### src/rtl/sertx_pkg.sv
package sertx_pkg;
   localparam int CHAR_W = 9;
   localparam int PAY_W  = 9;

   localparam logic [2:0] FMT_D8   = 3'b001;
   localparam logic [2:0] FMT_D7P  = 3'b011;
   localparam logic [2:0] FMT_D9   = 3'b100;
   localparam logic [2:0] FMT_D8W  = 3'b101;
   localparam logic [2:0] FMT_D8P  = 3'b111;

   typedef struct packed {
      logic [PAY_W-1:0] bits;
      logic [3:0]       nbits;
   } frame_t;

   typedef enum logic [1:0] {
      SH_IDLE = 2'd0,
      SH_DATA = 2'd1,
      SH_STOP = 2'd2
   } sh_state_e;
endpackage

### src/rtl/sertx_fifo.sv
module sertx_fifo #(
   parameter int DEPTH = 16,
   parameter int DW    = 9,
   localparam int AW   = $clog2(DEPTH),
   localparam int CW   = AW + 1
) (
   input  logic          clk,
   input  logic          rst_n,
   input  logic          wr_en,
   input  logic [DW-1:0] wr_data,
   input  logic          pop,
   input  logic          flush,
   output logic [DW-1:0] rd_data,
   output logic [CW-1:0] level
);
   logic [AW-1:0]       wptr, rptr;
   logic [DEPTH*DW-1:0] flat;
   logic                wr_ok, rd_ok;

   assign wr_ok = wr_en && !flush && (level != CW'(DEPTH));
   assign rd_ok = pop && !flush && (level != '0);

   generate
      for (genvar g = 0; g < DEPTH; g++) begin : g_slot
         logic [DW-1:0] q;
         always_ff @(posedge clk) begin
            if (wr_ok && (wptr == AW'(g)))
               q <= wr_data;
         end
         assign flat[g*DW +: DW] = q;
      end
   endgenerate

   assign rd_data = flat[rptr*DW +: DW];

   always_ff @(posedge clk or negedge rst_n) begin
      if (!rst_n) begin
         wptr  <= '0;
         rptr  <= '0;
         level <= '0;
      end else if (flush) begin
         wptr  <= '0;
         rptr  <= '0;
         level <= '0;
      end else begin
         if (wr_ok) wptr <= wptr + AW'(1);
         if (rd_ok) rptr <= rptr + AW'(1);
         case ({wr_ok, rd_ok})
            2'b10:   level <= level + CW'(1);
            2'b01:   level <= level - CW'(1);
            default: level <= level;
         endcase
      end
   end
endmodule

### src/rtl/sertx_framer.sv
module sertx_framer
   import sertx_pkg::*;
(
   input  logic [2:0]        mode,
   input  logic              odd,
   input  logic [CHAR_W-1:0] data,
   output frame_t            frame
);
   logic par7, par8;

   assign par7 = (^data[6:0]) ^ odd;
   assign par8 = (^data[7:0]) ^ odd;

   always_comb begin
      case (mode)
         FMT_D7P: begin
            frame.bits  = {1'b0, par7, data[6:0]};
            frame.nbits = 4'd8;
         end
         FMT_D9, FMT_D8W: begin
            frame.bits  = data;
            frame.nbits = 4'd9;
         end
         FMT_D8P: begin
            frame.bits  = {par8, data[7:0]};
            frame.nbits = 4'd9;
         end
         default: begin
            frame.bits  = {1'b0, data[7:0]};
            frame.nbits = 4'd8;
         end
      endcase
   end
endmodule

### src/rtl/sertx_shifter.sv
module sertx_shifter
   import sertx_pkg::*;
#(
   parameter int OS   = 16,
   localparam int TW  = $clog2(2*OS),
   localparam int HALF = OS / 2,
   localparam int LW  = $clog2(PAY_W + 2)
) (
   input  logic       clk,
   input  logic       rst_n,
   input  logic       tick,
   input  logic       go,
   input  frame_t     frame,
   input  logic [1:0] stop_sel,
   output logic       pop,
   output logic       txd,
   output logic       busy
);
   sh_state_e        state;
   logic [PAY_W:0]   sh;
   logic [LW-1:0]    left;
   logic [TW-1:0]    tcnt;
   logic [TW-1:0]    stop_last;
   logic [TW-1:0]    stop_last_d;

   assign stop_last_d = TW'((32'(stop_sel) + 32'd1) * HALF - 1);
   assign pop  = (state == SH_IDLE) && go;
   assign busy = (state != SH_IDLE);
   assign txd  = (state == SH_DATA) ? sh[0] : 1'b1;

   always_ff @(posedge clk or negedge rst_n) begin
      if (!rst_n) begin
         state     <= SH_IDLE;
         sh        <= '1;
         left      <= '0;
         tcnt      <= '0;
         stop_last <= '0;
      end else begin
         case (state)
            SH_IDLE: begin
               if (go) begin
                  sh        <= {frame.bits, 1'b0};
                  left      <= LW'(frame.nbits) + LW'(1);
                  tcnt      <= '0;
                  stop_last <= stop_last_d;
                  state     <= SH_DATA;
               end
            end
            SH_DATA: begin
               if (tick) begin
                  if (tcnt == TW'(OS - 1)) begin
                     tcnt <= '0;
                     if (left == LW'(1)) begin
                        state <= SH_STOP;
                     end else begin
                        sh   <= {1'b1, sh[PAY_W:1]};
                        left <= left - LW'(1);
                     end
                  end else begin
                     tcnt <= tcnt + TW'(1);
                  end
               end
            end
            SH_STOP: begin
               if (tick) begin
                  if (tcnt == stop_last) begin
                     tcnt  <= '0;
                     state <= SH_IDLE;
                  end else begin
                     tcnt <= tcnt + TW'(1);
                  end
               end
            end
            default: state <= SH_IDLE;
         endcase
      end
   end
endmodule

### src/rtl/sertx_core.sv
module sertx_core
   import sertx_pkg::*;
#(
   parameter int DEPTH = 16,
   parameter int OS    = 16,
   localparam int CW   = $clog2(DEPTH) + 1
) (
   input  logic              clk,
   input  logic              rst_n,
   input  logic              tick,
   input  logic              wr_en,
   input  logic [CHAR_W-1:0] wr_data,
   input  logic              flush,
   input  logic [2:0]        frame_mode,
   input  logic [1:0]        stop_sel,
   input  logic              par_odd,
   input  logic              cts_en,
   input  logic              cts,
   output logic              txd,
   output logic              st_empty,
   output logic              st_half,
   output logic              st_nempty,
   output logic              st_full
);
   generate
      if (DEPTH < 2 || (DEPTH & (DEPTH - 1)) != 0) begin : g_bad_depth
         $error("sertx_core: DEPTH must be a power of two of at least 2");
      end
      if (OS < 4 || (OS % 2) != 0) begin : g_bad_os
         $error("sertx_core: OS must be even and at least 4");
      end
   endgenerate

   logic [CHAR_W-1:0] head;
   logic [CW-1:0]     level;
   logic              pop, go, tx_busy;
   frame_t            frame;

   assign go = (level != '0) && (!cts_en || cts);

   sertx_fifo #(.DEPTH(DEPTH), .DW(CHAR_W)) u_fifo (
      .clk     (clk),
      .rst_n   (rst_n),
      .wr_en   (wr_en),
      .wr_data (wr_data),
      .pop     (pop),
      .flush   (flush),
      .rd_data (head),
      .level   (level)
   );

   sertx_framer u_framer (
      .mode  (frame_mode),
      .odd   (par_odd),
      .data  (head),
      .frame (frame)
   );

   sertx_shifter #(.OS(OS)) u_shift (
      .clk      (clk),
      .rst_n    (rst_n),
      .tick     (tick),
      .go       (go),
      .frame    (frame),
      .stop_sel (stop_sel),
      .pop      (pop),
      .txd      (txd),
      .busy     (tx_busy)
   );

   assign st_nempty = (level != '0);
   assign st_full   = (level == CW'(DEPTH));
   assign st_half   = (level <= CW'(DEPTH / 2));
   assign st_empty  = (level == '0) && !tx_busy;
endmodule

### config.mk
export PLATFORM = sky130hd
export DESIGN_NAME = sertx_core
export DESIGN_NICKNAME = d
export VERILOG_FILES = /design/src/rtl/sertx_pkg.sv /design/src/rtl/sertx_fifo.sv /design/src/rtl/sertx_framer.sv /design/src/rtl/sertx_shifter.sv /design/src/rtl/sertx_core.sv
export SDC_FILE = /design/constraint.sdc
export NUM_CORES = 1
export LEC_CHECK = 0
export BUFFER_PORTS_ARGS = -buffer_cell sky130_fd_sc_hd__buf_2
export CORE_MARGIN = 5
export CORE_UTILIZATION = 45
export DETAILED_ROUTE_END_ITERATION = 12
export GPL_TIMING_DRIVEN = 0
export PLACE_DENSITY = 0.71
export SYNTH_ARGS = -nofsm -noshare
export SYNTH_HDL_FRONTEND = slang
export SYNTH_SLANG_ARGS = --single-unit
### constraint.sdc
create_clock -name clk -period 2.8 [get_ports clk]
set_clock_uncertainty 0.15 [all_clocks]
set_input_delay 0.28 -clock clk [delete_from_list [all_inputs] [get_ports clk]]
set_output_delay 0.28 -clock clk [all_outputs]
set_load 0.05 [all_outputs]
==> metrics.log <==
[metrics] total area of multi-input combinational cells: 0.00253 mm^2
[metrics] H-tree level count: 4
[metrics] placed cell area: between 0.008 and 0.009 mm^2
[metrics] IR drop worst, VDD: 892 uV
[metrics] number of violations reported at the end of detailed-routing iteration 0: 340
[metrics] cell types with the highest counts after synthesis: sky130_fd_sc_hd__edfxtp_1, sky130_fd_sc_hd__nor2_1, sky130_fd_sc_hd__nand2_1
[metrics] number of port buffers: 26
[metrics] predominant post-synthesis flop cell: sky130_fd_sc_hd__edfxtp_1
[metrics] number of nets still failing antenna checks after routing: 0
[metrics] Inserted Diodes: 0
[metrics] number of endpoints with negative hold slack in the final report: 0
[metrics] number of global-route vias before repair: ~4.6k
[metrics] setup slack on the worst flop-to-flop path: -0.02 ns
[metrics] Crit path required time: 2.95 ns
[metrics] DIE AREA: 0.0201 mm^2
[metrics] first-pass GRT wire length: 25.9 mm
[metrics] Total Nets Final: approximately 590
[metrics] CTS tree: yes
[metrics] Syn Std Cell Area: 0.00781 mm^2
[metrics] synth unique cells: 46
[metrics] area growth from synthesis to layout: 18.2%
[metrics] filler cell count: 1358
[metrics] initial antenna violation count: 0
[metrics] sum of overflow across all layers after global routing: 0
[metrics] Yosys warnings: 0
[metrics] final-report max-slew violation count: 0
[metrics] class of the tightest hold or removal check: input port to flip-flop
[metrics] syn_nets: 527
[metrics] final core occ: 0.537
[metrics] area fraction of the dominant cell type after synthesis: 0.554
[metrics] worst hold slack across all endpoints: 0.0791 ns
[metrics] Clk Latency, worst-skew pair: 0.43 ns
[metrics] violations in the final reports: negative setup slack
[metrics] sequential fraction of the synthesis area: 0.674
[metrics] final critical-path share of the clock period: 1.01
[metrics] status: complete, but fails checks
[metrics] Setup WS pre-CTS: -0.500 ns
[metrics] Slew headroom: 0.440
[metrics] share of flip-flops with an asynchronous set or reset: 0.204
[metrics] Die Width: roughly 140 um
[metrics] area of all placed cells without fillers: 0.00922 mm^2
[metrics] mean area per synthesized cell: 16.0 um^2
[metrics] area occupied by registers: 0.00527 mm^2
[metrics] fraction of final layout cells sized beyond drive strength 1: 0.316
[metrics] synthesized instance count: 489
[metrics] routed wire length: 17.0 mm
[metrics] vias after detailed routing: 4461
[metrics] pwr dens: 883 mW/mm^2
[metrics] cts bufs inserted: 17
[metrics] Final setup violation count: 1
[metrics] startpoint class of the critical path: flip-flop
[metrics] final HPWL from detailed placement: ~10 mm
[metrics] time the worst path needs with I/O delays and setup: 2.82 ns
[metrics] largest net degree at the start of global routing: 38
[metrics] fin worst setup slack: -0.0154 ns
[metrics] slew at the pin with the worst max-slew slack: 0.841 ns
[metrics] clock-pin slew on the worst setup and hold paths: 0.07 ns
[metrics] num rows: 48
[metrics] top cells by area, synth: sky130_fd_sc_hd__edfxtp_1, sky130_fd_sc_hd__dfrtp_1, sky130_fd_sc_hd__mux4_2
[metrics] global routing usage summed across all routing layers: 0.173
[metrics] Initial Utilization: 0.454
[metrics] number of I/O pins: 27
[metrics] Crit Path Category: flip-flop to flip-flop
[metrics] critical path peak fanout: 7
[metrics] most used standard cell by instance count after synthesis: sky130_fd_sc_hd__edfxtp_1
[metrics] data arrival time at the worst-slack endpoint: 2.96 ns
[metrics] Lkg Pwr: 0.00320 uW
[metrics] number of synthesized flops with an enable pin: 144
[metrics] DIE HEIGHT: 142 um
[metrics] setup repair after global routing missed its margin: true
[metrics] number of max-capacitance violations reported: 0
[metrics] first drt pass iteration count: 5
[metrics] placeable core area: 0.0172 mm^2
[metrics] RePlAce Congestion: 0.796
[metrics] root cell of the clock tree: sky130_fd_sc_hd__clkbuf_16
[metrics] Worst setup EP type: flip-flop
[metrics] number of remaining DRC errors: 0
[metrics] cell type contributing the most total cell area after synthesis: sky130_fd_sc_hd__edfxtp_1
[metrics] Avg Vias per Cell: 5.66
[metrics] routed length per placed instance: between 20 and 25 um
[metrics] clk buf depth: 2
[metrics] highest achievable clock rate: 355 MHz
[metrics] post-synthesis register bit count: around 180
[metrics] number of clock sinks: 181
metal layers:
| layer | track usage | up-vias | share of wire |
|---|---|---|---|
| li1 | - | 1991 | - |
| met1 | 0.213 | 2290 | 0.41 |
| met2 | 0.303 | 142 | 0.51 |
| met3 | 0.0421 | 38 | 0.051 |
| met4 | 0.0515 | 0 | 0.026 |
| met5 | 0 | - | 0 |
state kept, by name, summed over array words and instances, names as in the netlist:
| register | flops |
|---|---|
| u_fifo.level | 5 |
| u_shift.state | 2 |
| u_fifo.rptr | 4 |
| u_shift.sh | 10 |
| u_shift.left | 4 |
| u_fifo.wptr | 4 |
| u_fifo.g_slot.q | 144 |
| u_shift.stop_last | 3 |
| u_shift.tcnt | 5 |
report_power, final:
group / leakage [uW] / switching, uW / internal, uW
clock network: 0.000299 / 1090 / 1360
logic: 0.00115 / 1360 / 985
registers: 0.00175 / 171 / 3180
cell type report:
type | count | area share
Timing Repair Buffer | 44 | 0.0326
Tap cell | 225 | 0.0305
Clock inverter | 15 | 0.0202
Clock buffer | 17 | 0.0461
Sequential cell | 181 | 0.571
Inverter | 18 | 0.00733
Multi-Input combinational cell | 267 | 0.275
Buffer | 21 | 0.0174
final timing paths:
| kind | startpoint | endpoint | depth (start not counted) |
|---|---|---|---|
| max reg2reg | u_fifo.level[2] | u_fifo.level[4] | 12 |
| min in group asynchronous | rst_n | u_fifo.level[3] | 2 |
| max in group asynchronous | rst_n | u_fifo.rptr[0] | 2 |
| min reg2reg | u_shift.sh[0] | u_shift.sh[0] | 2 |
| min | wr_data[4] | u_fifo.g_slot[5].q[4] | 1 |
| max | u_fifo.level[2] | u_fifo.level[4] | 12 |
cell families after synthesis:
family,count (synthesis),synth area share
mux,51,0.135
flops,181,0.674
fa+ha+maj,16,0.0256
buf+inv,41,0.0258
compound gates,70,0.0537
xor+xnor,18,0.0212
simple gates,112,0.0649
repair_timing:
action / in CTS / in global routing
setup endpoints to repair: 135 / 44
buffers inserted: 7 / 2
gates cloned: 0 / 2
resized for setup: 37 / 38
pin swaps: 7 / 18
hold buffers: 4 / 0
endpoints found under the hold margin: 32 / 0
critical path, cell delays in order, from the launching register on:
cell and delay (ns):
sky130_fd_sc_hd__dfrtp_2 0.48, sky130_fd_sc_hd__or4_4 0.50, sky130_fd_sc_hd__o211ai_1 0.31, sky130_fd_sc_hd__nor3_4 0.09
sky130_fd_sc_hd__xor2_1 0.16, sky130_fd_sc_hd__ha_2 0.22, sky130_fd_sc_hd__nor2_2 0.05, sky130_fd_sc_hd__inv_1 0.06
sky130_fd_sc_hd__a21oi_2 0.05, sky130_fd_sc_hd__o21bai_1 0.17, sky130_fd_sc_hd__mux2i_1 0.23, sky130_fd_sc_hd__xor2_1 0.18
sky130_fd_sc_hd__nor2_1 0.05
placed cells by master, fill, tap and decap left out, types with 7 or more instances in the layout:
cell type                     n
sky130_fd_sc_hd__a22oi_2     10
sky130_fd_sc_hd__mux4_1      10
sky130_fd_sc_hd__dfrtp_1     23
sky130_fd_sc_hd__o21ai_0     20
sky130_fd_sc_hd__xor2_1       7
sky130_fd_sc_hd__buf_4       12
sky130_fd_sc_hd__ha_1        15
sky130_fd_sc_hd__nor2_1      31
sky130_fd_sc_hd__nand3_1      8
sky130_fd_sc_hd__dfstp_2     10
sky130_fd_sc_hd__mux4_2      28
sky130_fd_sc_hd__xnor2_1      9
sky130_fd_sc_hd__nand2_1     24
sky130_fd_sc_hd__mux2i_1      9
sky130_fd_sc_hd__nor2_2      12
sky130_fd_sc_hd__a21oi_1     19
sky130_fd_sc_hd__buf_2       27
sky130_fd_sc_hd__edfxtp_1   144
sky130_fd_sc_hd__inv_1       18
sky130_fd_sc_hd__clkbuf_16   18
sky130_fd_sc_hd__nand2b_1     7
through the flow:
step	std cells	power [uW]	TNS, ns
2_1_floorplan	489	4930	0
3_3_place_gp	740	5320	-53.51
3_5_place_dp	743	5440	-46.64
4_1_cts	785	8030	-0.0166
5_1_grt	788	8540	-0.238
6_report	788	8140	-0.0154
No activity file was read; power rests on OpenSTA's default activity.
